[src/rtl/fbp_pkg.sv]
package fbp_pkg;

   typedef enum logic [1:0] {
      ACC_FETCH = 2'd0,
      ACC_DREAD = 2'd1,
      ACC_PROG  = 2'd2,
      ACC_ERASE = 2'd3
   } acc_kind_e;

   localparam logic [15:0] COMMIT_KEY_DEF = 16'hC3A5;

   // Access rule: fetch needs nothing, data read needs the read bit,
   // program and erase need both bits.
   function automatic logic acc_permitted(acc_kind_e kind, logic rd_ok, logic pg_ok);
      logic res;
      case (kind)
         ACC_FETCH: res = 1'b1;
         ACC_DREAD: res = rd_ok;
         default:   res = rd_ok & pg_ok;
      endcase
      return res;
   endfunction

endpackage

[src/rtl/fbp_store.sv]
// Live permit words plus their non-volatile shadow copies.
module fbp_store #(
   parameter int              NUM_REGS = 8,
   parameter int              DATA_W   = 32,
   parameter int              IDX_W    = 3,
   parameter int              KEY_W    = 16,
   parameter logic [KEY_W-1:0] KEY     = '1
) (
   input  logic                             clk,
   input  logic                             rst_n,
   input  logic                             nv_blank,
   input  logic                             wr_en,
   input  logic [IDX_W-1:0]                 wr_idx,
   input  logic [DATA_W-1:0]                wr_data,
   input  logic                             cm_req,
   input  logic [IDX_W-1:0]                 cm_idx,
   input  logic [KEY_W-1:0]                 cm_key,
   output logic                             cm_ack,
   output logic [NUM_REGS-1:0][DATA_W-1:0]  words
);

   logic cm_hit;
   assign cm_hit = rst_n & cm_req & (cm_key == KEY);

   if (NUM_REGS > (1 << IDX_W)) begin : g_bad_idx
      $error("fbp_store: IDX_W too narrow for NUM_REGS");
   end

   for (genvar g = 0; g < NUM_REGS; g++) begin : g_word
      logic [DATA_W-1:0] live_q;
      logic [DATA_W-1:0] shadow_q;

      // Shadow: untouched by rst_n, only blank or keyed commit change it.
      always_ff @(posedge clk) begin
         if (nv_blank) begin
            shadow_q <= '1;
         end else if (cm_hit && (cm_idx == IDX_W'(g))) begin
            shadow_q <= live_q;
         end
      end

      // Live word: reloaded on reset, only ever tightened by writes.
      always_ff @(posedge clk) begin
         if (!rst_n) begin
            live_q <= shadow_q;
         end else if (wr_en && (wr_idx == IDX_W'(g))) begin
            live_q <= live_q & wr_data;
         end
      end

      assign words[g] = live_q;
   end

   always_ff @(posedge clk) begin
      if (!rst_n) begin
         cm_ack <= 1'b0;
      end else begin
         cm_ack <= cm_hit;
      end
   end

endmodule

[src/rtl/fbp_locate.sv]
// Address to bank / bit position decode.
module fbp_locate #(
   parameter int ADDR_W  = 32,
   parameter int GRAN_LG = 11,
   parameter int BLK_LG  = 5,
   parameter int BANK_LG = 2
) (
   input  logic [ADDR_W-1:0]  addr,
   output logic [BANK_LG-1:0] bank,
   output logic [BLK_LG-1:0]  bit_sel
);

   localparam int USED_HI = GRAN_LG + BLK_LG + BANK_LG;

   if (USED_HI > ADDR_W) begin : g_bad_addr
      $error("fbp_locate: address too narrow for granule and bank layout");
   end

   assign bit_sel = addr[GRAN_LG +: BLK_LG];
   assign bank    = addr[GRAN_LG + BLK_LG +: BANK_LG];

   // Offset bits inside a granule and aliasing high bits do not matter.
   if (USED_HI < ADDR_W) begin : g_hi
      logic unused_hi;
      assign unused_hi = ^addr[ADDR_W-1:USED_HI];
   end
   if (GRAN_LG > 0) begin : g_lo
      logic unused_lo;
      assign unused_lo = ^addr[GRAN_LG-1:0];
   end

endmodule

[src/rtl/fbp_judge.sv]
// Selects the two permit bits of a granule and applies the access rule.
module fbp_judge
   import fbp_pkg::*;
#(
   parameter int NUM_BANKS = 4,
   parameter int DATA_W    = 32,
   parameter int BANK_LG   = 2,
   parameter int BLK_LG    = 5
) (
   input  logic [2*NUM_BANKS-1:0][DATA_W-1:0] words,
   input  logic [BANK_LG-1:0]                 bank,
   input  logic [BLK_LG-1:0]                  bit_sel,
   input  acc_kind_e                          kind,
   input  logic                               valid,
   output logic                               allow,
   output logic                               violation
);

   logic [DATA_W-1:0] rd_word;
   logic [DATA_W-1:0] pg_word;
   logic              ok;

   assign rd_word = words[{1'b0, bank}];
   assign pg_word = words[{1'b1, bank}];
   assign ok      = acc_permitted(kind, rd_word[bit_sel], pg_word[bit_sel]);

   assign allow     = valid & ok;
   assign violation = valid & ~ok;

endmodule

[src/rtl/fbp_unit.sv]
module fbp_unit
   import fbp_pkg::*;
#(
   parameter int               ADDR_W    = 32,
   parameter int               DATA_W    = 32,
   parameter int               NUM_BANKS = 4,
   parameter int               GRANULE   = 2048,
   parameter int               KEY_W     = 16,
   parameter logic [KEY_W-1:0] KEY       = COMMIT_KEY_DEF,
   localparam int              BANK_LG   = $clog2(NUM_BANKS),
   localparam int              IDX_W     = BANK_LG + 1
) (
   input  logic              clk,
   input  logic              rst_n,
   input  logic              nv_blank,
   input  logic              reg_wr,
   input  logic [IDX_W-1:0]  reg_idx,
   input  logic [DATA_W-1:0] reg_wdata,
   output logic [DATA_W-1:0] reg_rdata,
   input  logic              commit_req,
   input  logic [IDX_W-1:0]  commit_idx,
   input  logic [KEY_W-1:0]  commit_key,
   output logic              commit_ack,
   input  logic              chk_valid,
   input  logic [ADDR_W-1:0] chk_addr,
   input  logic [1:0]        chk_type,
   output logic              chk_allow,
   output logic              chk_violation,
   output logic              viol_flag
);

   localparam int GRAN_LG  = $clog2(GRANULE);
   localparam int BLK_LG   = $clog2(DATA_W);
   localparam int NUM_REGS = 2 * NUM_BANKS;

   if ((1 << GRAN_LG) != GRANULE) begin : g_bad_gran
      $error("fbp_unit: GRANULE must be a power of two");
   end
   if ((1 << BLK_LG) != DATA_W) begin : g_bad_width
      $error("fbp_unit: DATA_W must be a power of two");
   end
   if (NUM_BANKS < 2 || (1 << BANK_LG) != NUM_BANKS) begin : g_bad_banks
      $error("fbp_unit: NUM_BANKS must be a power of two, at least 2");
   end

   logic [NUM_REGS-1:0][DATA_W-1:0] words;
   logic [BANK_LG-1:0]              bank;
   logic [BLK_LG-1:0]               bit_sel;

   fbp_store #(
      .NUM_REGS (NUM_REGS),
      .DATA_W   (DATA_W),
      .IDX_W    (IDX_W),
      .KEY_W    (KEY_W),
      .KEY      (KEY)
   ) u_store (
      .clk      (clk),
      .rst_n    (rst_n),
      .nv_blank (nv_blank),
      .wr_en    (reg_wr),
      .wr_idx   (reg_idx),
      .wr_data  (reg_wdata),
      .cm_req   (commit_req),
      .cm_idx   (commit_idx),
      .cm_key   (commit_key),
      .cm_ack   (commit_ack),
      .words    (words)
   );

   fbp_locate #(
      .ADDR_W  (ADDR_W),
      .GRAN_LG (GRAN_LG),
      .BLK_LG  (BLK_LG),
      .BANK_LG (BANK_LG)
   ) u_locate (
      .addr    (chk_addr),
      .bank    (bank),
      .bit_sel (bit_sel)
   );

   fbp_judge #(
      .NUM_BANKS (NUM_BANKS),
      .DATA_W    (DATA_W),
      .BANK_LG   (BANK_LG),
      .BLK_LG    (BLK_LG)
   ) u_judge (
      .words     (words),
      .bank      (bank),
      .bit_sel   (bit_sel),
      .kind      (acc_kind_e'(chk_type)),
      .valid     (chk_valid),
      .allow     (chk_allow),
      .violation (chk_violation)
   );

   assign reg_rdata = words[reg_idx];

   always_ff @(posedge clk) begin
      if (!rst_n) begin
         viol_flag <= 1'b0;
      end else begin
         viol_flag <= chk_violation;
      end
   end

endmodule

[config.mk]
export PLATFORM = sky130hd
export DESIGN_NAME = fbp_unit
export DESIGN_NICKNAME = d
export VERILOG_FILES = /design/src/rtl/fbp_pkg.sv /design/src/rtl/fbp_store.sv /design/src/rtl/fbp_locate.sv /design/src/rtl/fbp_judge.sv /design/src/rtl/fbp_unit.sv
export SDC_FILE = /design/constraint.sdc
export NUM_CORES = 1
export LEC_CHECK = 0
export BUFFER_PORTS_ARGS = -buffer_cell sky130_fd_sc_hd__buf_2
export CAP_MARGIN = 30
export CORE_MARGIN = 3
export CORE_UTILIZATION = 51
export DETAILED_ROUTE_END_ITERATION = 6
export PLACE_DENSITY_LB_ADDON = 0.25
export REMOVE_ABC_BUFFERS = 1
export SYNTH_ARGS = -nofsm -noshare
export SYNTH_HDL_FRONTEND = slang
export SYNTH_SLANG_ARGS = --single-unit
[constraint.sdc]
create_clock -name clk -period 4.6 [get_ports clk]
set_clock_uncertainty 0.1 [all_clocks]
set_input_delay 0.46 -clock clk [delete_from_list [all_inputs] [get_ports clk]]
set_output_delay 0.46 -clock clk [all_outputs]
set_load 0.05 [all_outputs]
==> flow_summary.ini, run 1 <==
[die]
core_area_um2 = 47100
dieWidth_um = 225
rows = 79
chipHeight_um = 225
start_util_pct = 52.2
ioPinCount = 130
die_area_um2 = 50800

[global_route]
grt_max_degree = 232
grt_pass1_vias = 17279
grt_pass1_wl_mm = 103
grt-ovfl-total = 0
antenna_found_initial = 3
grt_usage_pct = 26.2

[cells_and_area]
layout_commonest_cell = nand3_1
nFillCells = 3851
utilization_pct = 57.8
layout-drive-gt1-share_pct = 17.1
nNetsFinal = 2372
syn_to_final_growth_pct = 10.7
final_cell_mix = nand3_1 (266), nor2_1 (262), o21ai_0 (259)

[setup_path]
startpoint_type = flop
endpoint_kind = output port
cp_max_fo = 4
reg2regPathDepth = 8
worstPathRequired_ns = 4.04
endpoint = chk_violation
worstReg2RegStart = u_store.g_word[6].live_q[28]
ff2ff_setup_slack_ns = 1.80
crit_type = flop to output port
max_stage_delay_ns = 0.59
worstPathCellList = mux4_2, nor2b_1, a211oi_1, a21oi_1, o2111a_1, o31ai_1, buf_4, and3_1, buf_2
crit_family = compound AO/OA/AOI/OAI gates
critPathLaunch = u_store.g_word[6].live_q[28]
cp_num_buf_inv = 2
cp.arrival_ns = 3.45
crit_cells = 9
r2r_end = viol_flag
critical_path.slowest_cell = a211oi_1

[synth]
ys_types = 45
ys_ff_latch = 514
yosysWarnings = 0
synth_top_area_share_pct = 31.3
synthCells = 2290
avgSynthCellArea_um2 = 10.7
synthArstFlopShare_pct = 0
synth_area_um2 = 24600
ys.flop_type = dfxtp_1
seq_area_frac_synth_pct = 52.3
synth_edf_count = 256
yosys.area.top_type = edfxtp_1
synth.area.top_cells = edfxtp_1 (31%), dfxtp_1 (21%), mux4_2 (12%)

[clocking]
cts_resized = 0
cts_root_buf = clkbuf_16
clkLatencyLatePin_ns = 0.60
numCtsBuffers = 53
cts_buffer_depth = 3
clock-sinks = 514
clk_pin_slew_ns = 0.06
cts_tree = yes
cts-htree-levels = 2
cts_setup_buffers = 0
ctsHoldBuffers = 0

[power_and_ir_drop]
power_switching_mw = 2.63
peakVddDrop_mv = 0.201
comb_power_share_pct = 10.8
power_density_nw_per_um2 = 380
power_frac_seq_pct = 50.1
leakage_nw = 10.9
p_int_mw = 7.69
clkPwrFrac_pct = 39.0
swShare_pct = 25.5

[route]
postRouteAntennaNets = 0
dr.pass1.iters = 6
drc_errors = 0
drt-wirelength-per-cell_um = 22.8
drtIter0Drc = 2299
num_vias = 18371
via_per_inst = 6.28
route.final.wire_length_mm = 66.8

[placed_design]
dpl.hpwl_mm = 39.4
io_buffers = 104
place.gp.congestion = 0.791
preCtsSetupSlack_ns = 0.543

[sta]
fin_crit_ns = 4.01
setup_viol = 0
fin_crit_sh_pct = 87.1
slew_headroom_pct = 32.2
worst_pin_slew_ns = 1.02
slew_viol_final = 0
rsz0062_at_grt = false
setup_tns_ns = 0
max_freq_mhz = 249
worst_slack_ns = 0.592
hold_viol = 0

[job]
max-cap-violations = 0

[worst_hold_path]
worst_hold_path_type = input pin to flop
holdCritStartpoint = commit_key[12]

[run_status]
outcome = finished, final reports clean
## power groups by stage
stage	clock network [mW]	registers (mW)	logic [mW]
3_5_place_dp	0	5.27	1.12
5_1_grt	4.28	5.20	1.19
6_report	4.03	5.18	1.12
2_1_floorplan	0	5.21	0.613
4_1_cts	4.09	5.17	1.12
3_3_place_gp	0	5.25	1.09
## metal layers
layer	GRT usage, %	vias up	part of all wire, %
li1	-	8273	-
met1	36.3	9150	41
met2	42.9	838	48
met3	4.09	108	7.9
met4	7.91	2	2.4
met5	0	-	0.019
## cell families (layout without fill, tap and decap cells)
logic type,Yosys count,in the layout,synth area share (%)
simple gates,576,576,10.7
mux,182,182,14.0
compound gates,551,551,15.4
other cells,0,1,0
flops,514,514,52.3
buf+inv,467,494,7.47
## metrics by stage
| step | hold WS, ns | area, um^2 | power (mW) | std cells |
|---|---|---|---|---|
| finish | 0.0462 | 27200 | 10.3 | 2925 |
| global route | 0.0432 | 27200 | 10.7 | 2925 |
| CTS | 0.0259 | 27200 | 10.4 | 2924 |
| detailed placement | 0.419 | 25600 | 6.38 | 2830 |
| global placement | 0.410 | 25600 | 6.34 | 2829 |
| floorplan | 0.391 | 23700 | 5.82 | 2081 |
## worst reg2reg max path, cell delays in order (launching register included)
cell	delay, ns
edfxtp_1	0.45
mux4_2	0.48
nor2b_1	0.14
a211oi_1	0.59
a21oi_1	0.09
o2111a_1	0.31
o31ai_1	0.23
buf_4	0.17
and4_1	0.18
## cell usage after synthesis (3+ instances only)
| master | instances |
|---|---|
| a211o_1 | 256 |
| a21oi_1 | 4 |
| a22oi_1 | 6 |
| buf_1 | 13 |
| buf_2 | 38 |
| buf_4 | 7 |
| clkbuf_1 | 150 |
| dfxtp_1 | 258 |
| edfxtp_1 | 256 |
| inv_1 | 258 |
| mux2_2 | 41 |
| mux2i_1 | 15 |
| mux4_2 | 126 |
| nand2_1 | 13 |
| nand2b_1 | 7 |
| nand3_1 | 266 |
| nand4b_1 | 3 |
| nor2_1 | 262 |
| nor2_2 | 5 |
| nor2b_1 | 7 |
| o21ai_0 | 265 |
| o221ai_1 | 3 |
| o22ai_1 | 3 |
| o31ai_1 | 3 |
## flip-flops by register name, summed over array words and instances, names as in the netlist
name,flops
u_store.cm_ack,1
u_store.g_word.live_q,256
u_store.g_word.shadow_q,256
viol_flag,1
## area by class of cell
class,instances,area [um^2],area share [%]
flip-flops and latches,514,12900,47.3
inverters,258,968,3.56
clock buffers,84,1530,5.64
clock inverters,10,56.3,0.207
diodes,1,2.50,0.00921
well taps,607,759,2.79
repair buffers,142,1020,3.74
multi-input cells,1309,9990,36.8
## worst min-delay path by stage
stage	cells after the start	slack, ns	end
floorplan	1	0.39	u_store.g_word[2].shadow_q[19]
global placement	1	0.41	u_store.g_word[2].shadow_q[1]
detailed placement	1	0.42	u_store.g_word[4].shadow_q[20]
CTS	2	0.03	viol_flag
global route	3	0.04	u_store.cm_ack
finish	3	0.05	u_store.cm_ack
(Power assumes the default switching activity.)
==> run 2: changes to the inputs <==
- CTS_BUF_LIST: not set -> sky130_fd_sc_hd__clkbuf_4 sky130_fd_sc_hd__clkbuf_8
- RECOVER_POWER: not set -> 25
==> run 2 against run 1 <==
- the run now ends with max-capacitance violations, max-slew violations left
- clock power is 9.2% higher
- sequential power hardly changed
- worst hold slack better by 0.078 ns
- global-route usage is 0.25 points higher
- critical path type is now input pin to output port
- largest power group unchanged
==> flow_summary.ini, run 2 (same netlist as run 1, synthesis figures left out) <==
[run_status]
outcome = finished, violations left
violations = max-capacitance violations, max-slew violations

[die]
rows = 79
ioPinCount = 130
core_area_um2 = 47100
dieWidth_um = 225
chipHeight_um = 225
die_area_um2 = 50800
start_util_pct = 52.2

[placed_design]
place.gp.congestion = 0.791
io_buffers = 104
dpl.hpwl_mm = 39.4
preCtsSetupSlack_ns = 0.543

[clocking]
clk_pin_slew_ns = 0.06
cts_root_buf = clkbuf_8
clock-sinks = 514
numCtsBuffers = 89
cts_buffer_depth = 3
cts-htree-levels = 3
cts_tree = yes
clkLatencyLatePin_ns = 0.68
cts_resized = 0

[global_route]
grt_usage_pct = 26.4
antenna_found_initial = 3
grt-ovfl-total = 0
grt_pass1_wl_mm = 103
grt_pass1_vias = 17581
grt_max_degree = 232

[job]
max-cap-violations = 7

[power_and_ir_drop]
leakage_nw = 11.1
peakVddDrop_mv = 0.229
power_density_nw_per_um2 = 390

[sta]
worst_slack_ns = 0.560
hold_viol = 0
setup_tns_ns = 0
rsz0062_at_grt = false
setup_viol = 0
slew_headroom_pct = -83.3
max_freq_mhz = 248
fin_crit_ns = 4.04
fin_crit_sh_pct = 87.8
slew_viol_final = 145
worst_pin_slew_ns = 2.73

[cells_and_area]
syn_to_final_growth_pct = 11.7
reg_top3 = u_store.g_word.live_q: 256 flops, u_store.g_word.shadow_q: 256 flops
layout-drive-gt1-share_pct = 19.9
nNetsFinal = 2412
layout_commonest_cell = nand3_1
final_cell_mix = nand3_1 (266), o21ai_0 (262), nor2_1 (262)

[route]
drtIter0Drc = 2106
route.final.wire_length_mm = 67.2
drc_errors = 0
num_vias = 18613
via_per_inst = 6.20
dr.pass1.iters = 6
postRouteAntennaNets = 0
drt-wirelength-per-cell_um = 22.4

[setup_path]
reg2regPathDepth = 8
cp_max_fo = 20
worstPathRequired_ns = 4.04
cp.arrival_ns = 3.48
ff2ff_setup_slack_ns = 1.87
r2r_end = viol_flag
worstReg2RegStart = u_store.g_word[6].live_q[30]
crit_type = input pin to output port
endpoint_kind = output port
startpoint_type = input pin

[worst_hold_path]
worst_hold_path_type = input pin to flop
holdCritStartpoint = rst_n
holdPathEnd = u_store.g_word[1].live_q[29]
whs_path_depth = 2
[run 2: worst max path at each step]
| stage | from | to | slack [ns] | cells past startpoint |
|---|---|---|---|---|
| 4_1_cts | chk_addr[11] | chk_violation | 0.55 | 11 |
| 2_1_floorplan | reg_idx[2] | u_store.g_word[0].live_q[0] | 0.97 | 2 |
| 5_1_grt | chk_addr[11] | chk_violation | 0.27 | 11 |
| 3_3_place_gp | chk_addr[11] | chk_violation | 0.52 | 11 |
| 6_report | chk_addr[11] | chk_allow | 0.56 | 11 |
| 3_5_place_dp | chk_addr[11] | chk_violation | 0.54 | 11 |
[run 2: final cells by class]
| cell class | instances | area (um^2) |
|---|---|---|
| Clock buffer | 142 | 1720 |
| Antenna cell | 1 | 2.50 |
| Timing Repair Buffer | 146 | 1020 |
| Tap cell | 607 | 759 |
| Clock inverter | 24 | 184 |
| Multi-Input combinational cell | 1309 | 9930 |
| Inverter | 258 | 968 |
| Fill cell | 3834 | 19600 |
| Sequential cell | 514 | 12900 |
[run 2: per-layer routing]
| metal | track usage [%] | up-vias | wire [um] |
|---|---|---|---|
| met5 | 0 | - | 14 |
| met4 | 10.3 | 2 | 2070 |
| met3 | 5.20 | 127 | 5800 |
| met2 | 42.0 | 876 | 31900 |
| met1 | 36.1 | 9232 | 27400 |
| li1 | - | 8376 | - |
[run 2: timing repair]
| item | 4_1_cts | 5_1_grt |
|---|---|---|
| endpoints found under the hold margin | 2 | 0 |
| buffers inserted | 0 | 0 |
| hold buffers | 4 | 0 |
[run 2: critical path, cell delays in order]
cell and delay (ns):
buf_2 0.67, buf_4 0.42, mux4_2 0.27, mux2i_1 0.10, a221oi_1 0.32, nand2_1 0.09, a32oi_1 0.39, o31ai_1 0.13
buf_4 0.18, a21boi_1 0.14, buf_2 0.29
[run 2: metrics by stage]
stage	total power [mW]	area (um^2)	hold slack, ns	util, %	instances
CTS	10.8	27500	0.0757	58.5	3000
floorplan	5.82	23700	0.391	-	2081
detailed placement	6.38	25600	0.419	54.4	2830
global placement	6.34	25600	0.410	54.3	2829
finish	10.7	27400	0.124	58.3	3001
global route	11.1	27400	0.126	58.3	3001
[run 2: report_power, final]
| part | internal (mW) | switching [mW] | total [mW] | leakage, nW |
|---|---|---|---|---|
| Clock | 2.49 | 1.92 | 4.40 | 1.01 |
| Sequential | 5.01 | 0.169 | 5.18 | 4.56 |
| Combinational | 0.414 | 0.699 | 1.11 | 5.52 |
